<file path="src/rtl/ovs_uart_rx_pkg.sv">
package ovs_uart_rx_pkg;

  typedef enum logic [1:0] {
    RX_IDLE  = 2'd0,
    RX_START = 2'd1,
    RX_DATA  = 2'd2,
    RX_STOP  = 2'd3
  } rx_state_e;

endpackage

</file>
<file path="src/rtl/ovr_rst_sync.sv">
module ovr_rst_sync #(
  parameter int STAGES = 2
) (
  input  logic clk,
  input  logic rst_n,
  output logic rst_sn
);
  logic [STAGES-1:0] chain_q;

  always_ff @(posedge clk or negedge rst_n) begin
    if (!rst_n) chain_q <= '0;
    else        chain_q <= {chain_q[STAGES-2:0], 1'b1};
  end

  assign rst_sn = chain_q[STAGES-1];
endmodule

</file>
<file path="src/rtl/ovr_rx_sync.sv">
module ovr_rx_sync #(
  parameter int   STAGES  = 2,
  parameter logic RST_VAL = 1'b1
) (
  input  logic clk,
  input  logic rst_n,
  input  logic d_i,
  output logic q_o
);
  logic [STAGES-1:0] st_q;

  genvar g;
  generate
    for (g = 0; g < STAGES; g++) begin : g_stage
      if (g == 0) begin : g_first
        always_ff @(posedge clk or negedge rst_n) begin
          if (!rst_n) st_q[g] <= RST_VAL;
          else        st_q[g] <= d_i;
        end
      end else begin : g_rest
        always_ff @(posedge clk or negedge rst_n) begin
          if (!rst_n) st_q[g] <= RST_VAL;
          else        st_q[g] <= st_q[g-1];
        end
      end
    end
  endgenerate

  assign q_o = st_q[STAGES-1];
endmodule

</file>
<file path="src/rtl/ovr_rx_tick.sv">
module ovr_rx_tick #(
  parameter int DIV_W = 16
) (
  input  logic             clk,
  input  logic             rst_n,
  input  logic             en_i,
  input  logic [DIV_W-1:0] div_i,
  output logic             tick_o
);
  logic [DIV_W-1:0] cnt_q, cnt_d;

  assign tick_o = en_i && (cnt_q == div_i);

  always_comb begin
    if (!en_i)       cnt_d = '0;
    else if (tick_o) cnt_d = '0;
    else             cnt_d = cnt_q + 1'b1;
  end

  always_ff @(posedge clk or negedge rst_n) begin
    if (!rst_n) cnt_q <= '0;
    else        cnt_q <= cnt_d;
  end
endmodule

</file>
<file path="src/rtl/ovr_rx_vote.sv">
module ovr_rx_vote #(
  parameter int OVS   = 16,
  parameter int VOTES = 3
) (
  input  logic                   clk,
  input  logic                   rst_n,
  input  logic                   tick_i,
  input  logic [$clog2(OVS)-1:0] phase_i,
  input  logic                   sample_i,
  output logic                   done_o,
  output logic                   bit_o
);
  localparam int TW   = $clog2(OVS);
  localparam int CW   = $clog2(VOTES + 1);
  localparam int NEED = VOTES / 2 + 1;
  localparam logic [TW-1:0] V_LO = TW'(OVS / 2 - VOTES / 2);
  localparam logic [TW-1:0] V_HI = TW'(OVS / 2 - VOTES / 2 + VOTES - 1);

  logic [CW-1:0] ones_q, ones_d, ones_sum;
  logic          in_win;

  assign in_win   = (phase_i >= V_LO) && (phase_i <= V_HI);
  assign ones_sum = ((phase_i == V_LO) ? '0 : ones_q) + CW'(sample_i);
  assign done_o   = tick_i && (phase_i == V_HI);
  assign bit_o    = (ones_sum >= CW'(NEED));

  always_comb begin
    ones_d = ones_q;
    if (tick_i && in_win) ones_d = ones_sum;
  end

  always_ff @(posedge clk or negedge rst_n) begin
    if (!rst_n) ones_q <= '0;
    else        ones_q <= ones_d;
  end
endmodule

</file>
<file path="src/rtl/ovs_uart_rx.sv">
module ovs_uart_rx
  import ovs_uart_rx_pkg::*;
#(
  parameter int DATA_BITS   = 8,
  parameter int OVS         = 16,
  parameter int VOTES       = 3,
  parameter int DIV_W       = 16,
  parameter int SYNC_STAGES = 2
) (
  input  logic                 clk,
  input  logic                 rst_n,
  input  logic                 rx_en_i,
  input  logic [DIV_W-1:0]     div_i,
  input  logic                 rxd_i,
  output logic [DATA_BITS-1:0] rx_byte_o,
  output logic                 rx_vld_o
);
  localparam int TW = $clog2(OVS);
  localparam int BW = $clog2(DATA_BITS);
  localparam logic [TW-1:0] PH_LAST   = TW'(OVS - 1);
  localparam logic [BW-1:0] BIDX_LAST = BW'(DATA_BITS - 1);

  logic rst_sn, rx_s, tick, vote_done, vote_bit;

  rx_state_e            state_q, state_d;
  logic [TW-1:0]        phase_q, phase_d;
  logic [BW-1:0]        bidx_q, bidx_d;
  logic [DATA_BITS-1:0] sh_q, sh_d;
  logic [DATA_BITS-1:0] byte_q, byte_d;
  logic                 line_q, line_d;
  logic                 vld_q, vld_d;

  ovr_rst_sync #(.STAGES(2)) u_rst (
    .clk(clk), .rst_n(rst_n), .rst_sn(rst_sn)
  );

  ovr_rx_sync #(.STAGES(SYNC_STAGES), .RST_VAL(1'b1)) u_sync (
    .clk(clk), .rst_n(rst_sn), .d_i(rxd_i), .q_o(rx_s)
  );

  ovr_rx_tick #(.DIV_W(DIV_W)) u_tick (
    .clk(clk), .rst_n(rst_sn), .en_i(rx_en_i), .div_i(div_i), .tick_o(tick)
  );

  ovr_rx_vote #(.OVS(OVS), .VOTES(VOTES)) u_vote (
    .clk(clk), .rst_n(rst_sn), .tick_i(tick), .phase_i(phase_q),
    .sample_i(rx_s), .done_o(vote_done), .bit_o(vote_bit)
  );

  always_comb begin
    state_d = state_q;
    phase_d = phase_q;
    bidx_d  = bidx_q;
    sh_d    = sh_q;
    byte_d  = byte_q;
    line_d  = line_q;
    vld_d   = 1'b0;
    if (!rx_en_i) begin
      state_d = RX_IDLE;
      phase_d = '0;
      bidx_d  = '0;
      line_d  = rx_s;
    end else if (tick) begin
      line_d = rx_s;
      if (phase_q == PH_LAST) phase_d = '0;
      else                    phase_d = phase_q + 1'b1;
      unique case (state_q)
        RX_IDLE: begin
          phase_d = '0;
          if (line_q && !rx_s) begin
            state_d = RX_START;
            phase_d = TW'(1);
          end
        end
        RX_START: begin
          if (vote_done && vote_bit) begin
            state_d = RX_IDLE;
            phase_d = '0;
          end else if (phase_q == PH_LAST) begin
            state_d = RX_DATA;
            bidx_d  = '0;
          end
        end
        RX_DATA: begin
          if (vote_done) sh_d = {vote_bit, sh_q[DATA_BITS-1:1]};
          if (phase_q == PH_LAST) begin
            if (bidx_q == BIDX_LAST) state_d = RX_STOP;
            else                     bidx_d  = bidx_q + 1'b1;
          end
        end
        RX_STOP: begin
          if (vote_done) begin
            state_d = RX_IDLE;
            phase_d = '0;
            if (vote_bit) begin
              vld_d  = 1'b1;
              byte_d = sh_q;
            end
          end
        end
        default: state_d = RX_IDLE;
      endcase
    end
  end

  always_ff @(posedge clk or negedge rst_sn) begin
    if (!rst_sn) begin
      state_q <= RX_IDLE;
      phase_q <= '0;
      bidx_q  <= '0;
      sh_q    <= '0;
      byte_q  <= '0;
      line_q  <= 1'b1;
      vld_q   <= 1'b0;
    end else begin
      state_q <= state_d;
      phase_q <= phase_d;
      bidx_q  <= bidx_d;
      sh_q    <= sh_d;
      byte_q  <= byte_d;
      line_q  <= line_d;
      vld_q   <= vld_d;
    end
  end

  assign rx_byte_o = byte_q;
  assign rx_vld_o  = vld_q;
endmodule

</file>
<file path="config.mk">
export PLATFORM = sky130hd
export DESIGN_NAME = ovs_uart_rx
export DESIGN_NICKNAME = d
export VERILOG_FILES = /design/src/rtl/ovs_uart_rx_pkg.sv /design/src/rtl/ovr_rst_sync.sv /design/src/rtl/ovr_rx_sync.sv /design/src/rtl/ovr_rx_tick.sv /design/src/rtl/ovr_rx_vote.sv /design/src/rtl/ovs_uart_rx.sv
export SDC_FILE = /design/constraint.sdc
export NUM_CORES = 1
export LEC_CHECK = 0
export ABC_CLOCK_PERIOD_IN_PS = 1600
export BUFFER_PORTS_ARGS = -buffer_cell sky130_fd_sc_hd__buf_2
export CAP_MARGIN = 30
export CORE_ASPECT_RATIO = 0.75
export CORE_MARGIN = 4
export CORE_UTILIZATION = 57
export DETAILED_ROUTE_END_ITERATION = 6
export GPL_ROUTABILITY_DRIVEN = 0
export GPL_TIMING_DRIVEN = 0
export PLACE_DENSITY = 0.85
export SKIP_CTS_REPAIR_TIMING = 1
export SLEW_MARGIN = 30
export SYNTH_ARGS = -nofsm -noshare
export SYNTH_HDL_FRONTEND = slang
export SYNTH_HIERARCHICAL = 1
export SYNTH_SLANG_ARGS = --single-unit
</file>
<file path="constraint.sdc">
create_clock -name clk -period 1.6 [get_ports clk]
set_input_delay 0.16 -clock clk [delete_from_list [all_inputs] [get_ports clk]]
set_output_delay 0.16 -clock clk [all_outputs]
set_load 0.005 [all_outputs]
</file>
; Word-level counts from Yosys, hierarchy flattened
; Cells that the tools add are included.
[totals]
regBits = 49
inputBits = 20
[classes]
eq_ne = 18
n_reduce_logical = 12
add_sub_neg = 4
mux = 33
n_lt_le_gt_ge = 3
[op_table]
columns = cell, n
row1 = 16-bit 2-to-1 mux, 2
row2 = 3-bit inequality test (second input constant), 7
row3 = 4-bit 2-to-1 mux, 5
row4 = 2-bit 2-to-1 mux, 9
row5 = 3-bit 2-to-1 mux, 6
row6 = 16-bit by 1-bit adder with 16-bit output (second input constant), 1
row7 = 16-bit == test, 1
row8 = 4-bit case mux with 3 select lines, 1
row9 = 6-bit AND reduction, 2
row10 = 4-bit == test (second input constant), 2
row11 = 1-bit 2-to-1 mux, 8
row12 = 2-bit case mux with 4 select lines, 1
row13 = 1-bit logical AND, 6
row14 = 3-bit case mux with 2 select lines, 1
row15 = 5-bit AND reduction, 1
row16 = 4-bit by 1-bit adder with 4-bit output (second input constant), 1
row17 = 2-bit == test (second input constant), 2
row18 = 4-bit by 3-bit == test with 1-bit output (second input constant), 1
row19 = 4-bit by 3-bit >= comparator with 1-bit output (second input constant), 1
row20 = 4-bit less-or-equal comparator (second input constant), 1
row21 = 4-bit inequality test (second input constant), 1
row22 = 4-bit AND reduction, 1
row23 = 3-bit by 1-bit adder with 3-bit output (second input constant), 1
row24 = 3-bit == test (second input constant), 1
row25 = 7 further kinds, 7

; Depth between registers and ports, before layout
[logic_depth]
word_depth = 9
mapped_depth = 10

; Hierarchy
; Netlist, hierarchy kept.
[by_module_without_submodules]
columns = module, cells_each, seq_area_each_um2, n_inst, area_per_inst_um2
row1 = ovs_uart_rx, 108, 676.9, 1, 1258.7
row2 = ovr_rx_tick, 97, 400.4, 1, 930.9
row3 = ovr_rx_vote, 14, 50.0, 1, 160.2
row4 = ovr_rst_sync, 3, 50.0, 1, 53.8
row5 = ovr_rx_sync, 2, 52.6, 1, 52.6

; Worst setup path before layout
; Ideal clock, no wire load.
[synth_path]
kind = register to register
from = register u_tick.cnt_q[9]
to = register byte_q[0] (netlist: rx_byte_o[0])
required_ns = 1.475
n_path_buf = 0
stages_incl_launch_ff = 9
slack_ns = -1.062
setup_ns = 0.125
t_arrival_ns = 2.537
cell_sequence = dfrtp_1 > xor2_1 > nor4_1 > nand2_1 > nor4_1 > and3_1 > nand3_1 > nor2_2 > mux2_2
[synth_between]
elab_chain_cells = 4
[synth_lines]
columns = item, line
row1 = start: declaration, ovr_rx_tick.sv:10  ; logic [DIV_W-1:0] cnt_q, cnt_d;
row2 = start signal: assignment, ovr_rx_tick.sv:22  ; else cnt_q <= cnt_d;
row3 = 16-bit == test, ovr_rx_tick.sv:12  ; assign tick_o = en_i && (cnt_q == div_i);
row4 = 1-bit logical AND, ovr_rx_tick.sv:12
row5 = named net tick, ovs_uart_rx.sv:23  ; logic rst_sn, rx_s, tick, vote_done, vote_bit;
row6 = 1-bit logical AND, ovr_rx_vote.sv:24  ; assign done_o = tick_i && (phase_i == V_HI);
row7 = named net vote_done, ovs_uart_rx.sv:23
row8 = 5-bit AND reduction (no line), --
row9 = end signal: assignment, ovs_uart_rx.sv:120  ; byte_q <= byte_d;
row10 = end: declaration, ovs_uart_rx.sv:29  ; logic [DATA_BITS-1:0] byte_q, byte_d;
; The timed path passes the listed nets, and every way through them passes these cells.
; A chain may end at the register's enable or synchronous reset.

; Final worst setup path
[layout_path]
from = register u_tick.cnt_q[5]
to = register byte_q[6] (netlist: rx_byte_o[6])
[layout_between]
elab_chain_cells = 4
[layout_lines]
columns = item, line
row1 = 16-bit == test *, ovr_rx_tick.sv:12
row2 = 1-bit logical AND *, ovr_rx_tick.sv:12
row3 = named net tick, ovs_uart_rx.sv:23
row4 = 1-bit logical AND, ovr_rx_vote.sv:24
row5 = 5-bit AND reduction (no line) *, --
; The timed path passes the listed nets; every way through them passes the cells marked *.

==> run_results.csv <==
group,metric,value,unit
power,p_leak,1.46,nW
synth,syn_nets,249,
synth,synth_edf_count,0,
place,dpl.cell_count,307,
setup_path,worstPathRequired,1.78,ns
setup_path,crit_start,"u_tick/cnt_q[5]",
routing,ant_nets,0,
routing,via_per_inst,5.69,
setup_path,end_kind,"flip-flop",
global_route,met3_usage,0.0457,
setup_path,arrival,2.71,ns
synth,ys_seq_elements,49,
synth,yosysWarnings,6,
timing,skew,0.0106,ns
routing,avgRoutedWirePerCell,16.9,um
status,outcome,"finished, violations left",
global_route,grt_max_degree,48,
cells_and_area,drive_gt1_frac,0.405,
die,core,0.00410,mm^2
power,power_frac_comb,0.056,
power,pwr-share-clk,0.346,
routing,drt_iter0_drc,118,
global_route,antenna_found_initial,0,
timing,hold_viol,0,
setup_path,r2r_start,"u_tick/cnt_q[5]",
clock_network,cts_tree,"built",
die,fp.dieArea,0.00543,mm^2
routing,drt_first_pass_iters,4,
timing,min_period,2.52,ns
global_route,gr-usage-all-layers,0.194,
status,violations,"setup timing",
place,dpl.hpwl,3650,um
synth,seq_area_frac_synth,0.501,
place,placed_cell_area,0.00278,mm^2
timing,slew_viol_final,0,
timing,period_share,1.58,
timing,rsz0062_at_grt,"yes",
timing,fmaxAchievable,396,MHz
die,io_pins,29,
power,p_int,1.63,mW
cells_and_area,utilization,0.769,
power,vdd_drop_max,0.000564,V
die,start_util,0.598,
clock_network,numClockSinks,49,
global_route,grt_pass1_wl,8360,um
global_route,use_met1,0.250,
die,rows,20,
clock_network,cts_made_buffers,5,
die,die_h,64.9,um
setup_path,worstSetupPathType,"reg -> reg",
hold_path,min_path_type,"in -> reg",
synth,synthCells,224,
timing,tightest_slew,0.592,ns
power,cellPowerDensity,683,mW/mm^2
timing,finalSetupViolCount,45,
cells_and_area,nets,303,
power,power_switching,0.524,mW
clock_network,clockBufferDepth,2,
place,numPortBuffers,28,
global_route,grt-ovfl-total,0,
clock_network,cts_max_level,2,
synth,syn_area_per_cell,11.0,um^2
run,cap_violations,0,
die,die_w,83.8,um
routing,num_vias,1901,
setup_path,path_max_fanout,9,
timing,setup_slack,-0.923,ns
power,swShare,0.243,
synth,synthArstFlopShare,1.00,
synth,ys.flop_type,"dfrtp_1",
routing,drc,0,
setup_path,cp-start-kind,"flip-flop",
routing,routed_wl,5630,um
hold_path,hold_start,"rx_en_i",
global_route,globalRouteMet2Util,0.329,
global_route,grt_pass1_vias,1759,
cells_and_area,fillerInstances,267,
cells_and_area,syn2layout_area_growth,28.5,%
clock_network,clock_latency,0.30,ns
synth,syn_area,0.00246,mm^2
power,power_frac_seq,0.598,
synth,ys_types,44,
clock_network,cts-root-buf,"clkbuf_8",
timing,hold_slack,0.165,ns
cells_and_area,final_cell_count_no_fill,334,
clock_network,clk_pin_slew_worst_paths,0.10,ns
timing,slew_headroom,0.605,
cells_and_area,n_antenna_cell,0,
global_route,busiest_layer,"met2",
cells_and_area,design_area,0.00316,mm^2
## kinds of logic after synthesis
family,share of synthesized area
simple gates,0.175
fa+ha+maj,0.0255
mux,0.0835
compound gates,0.0785
flops,0.501
buf+inv,0.0250
xor+xnor,0.111
other cells,0.00153
## cell type report
cell class,instances,area [um^2],area share
multi-input cells,164,1360,0.431
flip-flops and latches,49,1230,0.391
repair buffers,48,332,0.105
clock buffers,6,72.6,0.0230
well taps,55,68.8,0.0218
plain buffers,4,45.0,0.0143
inverters,6,27.5,0.00872
clock inverters,2,13.8,0.00436
## metrics by stage
step	power (mW)	setup TNS, ns	setup slack [ns]
after floorplan	1.36	-16.20	-0.669
after global placement	1.41	-40.86	-0.913
after detailed placement	1.41	-26.85	-0.954
after CTS	2.14	-27.55	-0.970
after global routing	2.25	-34.41	-1.01
final	2.15	-30.26	-0.923
## registers in the layout, summed over array words and instances (netlist names), 2 cells and up
register       flops
u_rst/chain_q      2
phase_q            4
u_vote/ones_q      2
rx_byte_o          8
bidx_q             3
sh_q               8
state_q            2
u_tick/cnt_q      16
## metal layers
metal / share of wire / up-vias
li1: - / 894
met3: 0.036 / 8
met4: 0.010 / 0
met2: 0.51 / 38
met1: 0.44 / 961
met5: 0 / -
## critical path, stage by stage, from the launching register on
cell and delay [ns]:
dfrtp_1 0.43, xor2_1 0.18, nor4_1 0.25, nand2_1 0.17
nor4_4 0.34, buf_4 0.18, buf_8 0.13, nand3_4 0.10
nor2_4 0.15, buf_12 0.14, mux2_2 0.33
## Yosys cell counts (all sizes together), types with 2 or more instances
master | n | area share
nand2b | 4 | 0.010
nand3 | 14 | 0.029
mux2 | 17 | 0.079
dfrtp | 46 | 0.47
a31oi | 4 | 0.010
nand4 | 5 | 0.013
xor2 | 17 | 0.061
ha | 5 | 0.025
nor2 | 25 | 0.040
nor4 | 5 | 0.013
nor3b | 2 | 0.0061
and3 | 5 | 0.013
buf | 4 | 0.014
or4 | 2 | 0.0061
dfstp | 3 | 0.032
a21oi | 7 | 0.014
o21ai | 6 | 0.012
and2b | 2 | 0.0066
nand2 | 13 | 0.020
or3 | 3 | 0.0076
inv | 6 | 0.0092
xnor2 | 14 | 0.050
## cells in the final DEF (no fill, tap or decap), types with 3 or more instances in the layout
master and instances:
a21oi_1 5, a31oi_1 3, and3_1 3, buf_2 28
buf_4 14, buf_6 5, clkbuf_8 5, dfrtp_1 44
dfstp_2 3, ha_1 4, inv_1 4, mux2_2 3
mux2_4 14, nand2_1 12, nand2b_1 4, nand3_1 12
nand4_1 5, nor2_1 14, nor2_2 9, nor4_1 4
o21ai_0 3, or3_1 3, xnor2_1 13, xor2_1 17
## final timing paths
kind | endpoint | cells past startpoint | slack [ns]
max in group asynchronous | u_tick/cnt_q[9] | 0 | 0.83
worst min-delay path | line_q | 3 | 0.16
worst min register to register | rx_byte_o[4] | 0 | 0.34
min in group asynchronous | u_rst/chain_q[0] | 2 | 0.17
worst max register to register | rx_byte_o[6] | 10 | -0.92
worst max-delay path | rx_byte_o[6] | 10 | -0.92
## power by group through the flow
stage	Clock [mW]	Combinational, mW	Sequential [mW]
after floorplan	0	0.0583	1.30
after global placement	0	0.0980	1.31
after detailed placement	0	0.0996	1.31
after CTS	0.751	0.100	1.29
after global routing	0.816	0.134	1.30
final	0.744	0.121	1.29
Note: power is estimated with default switching activity, not from simulation.
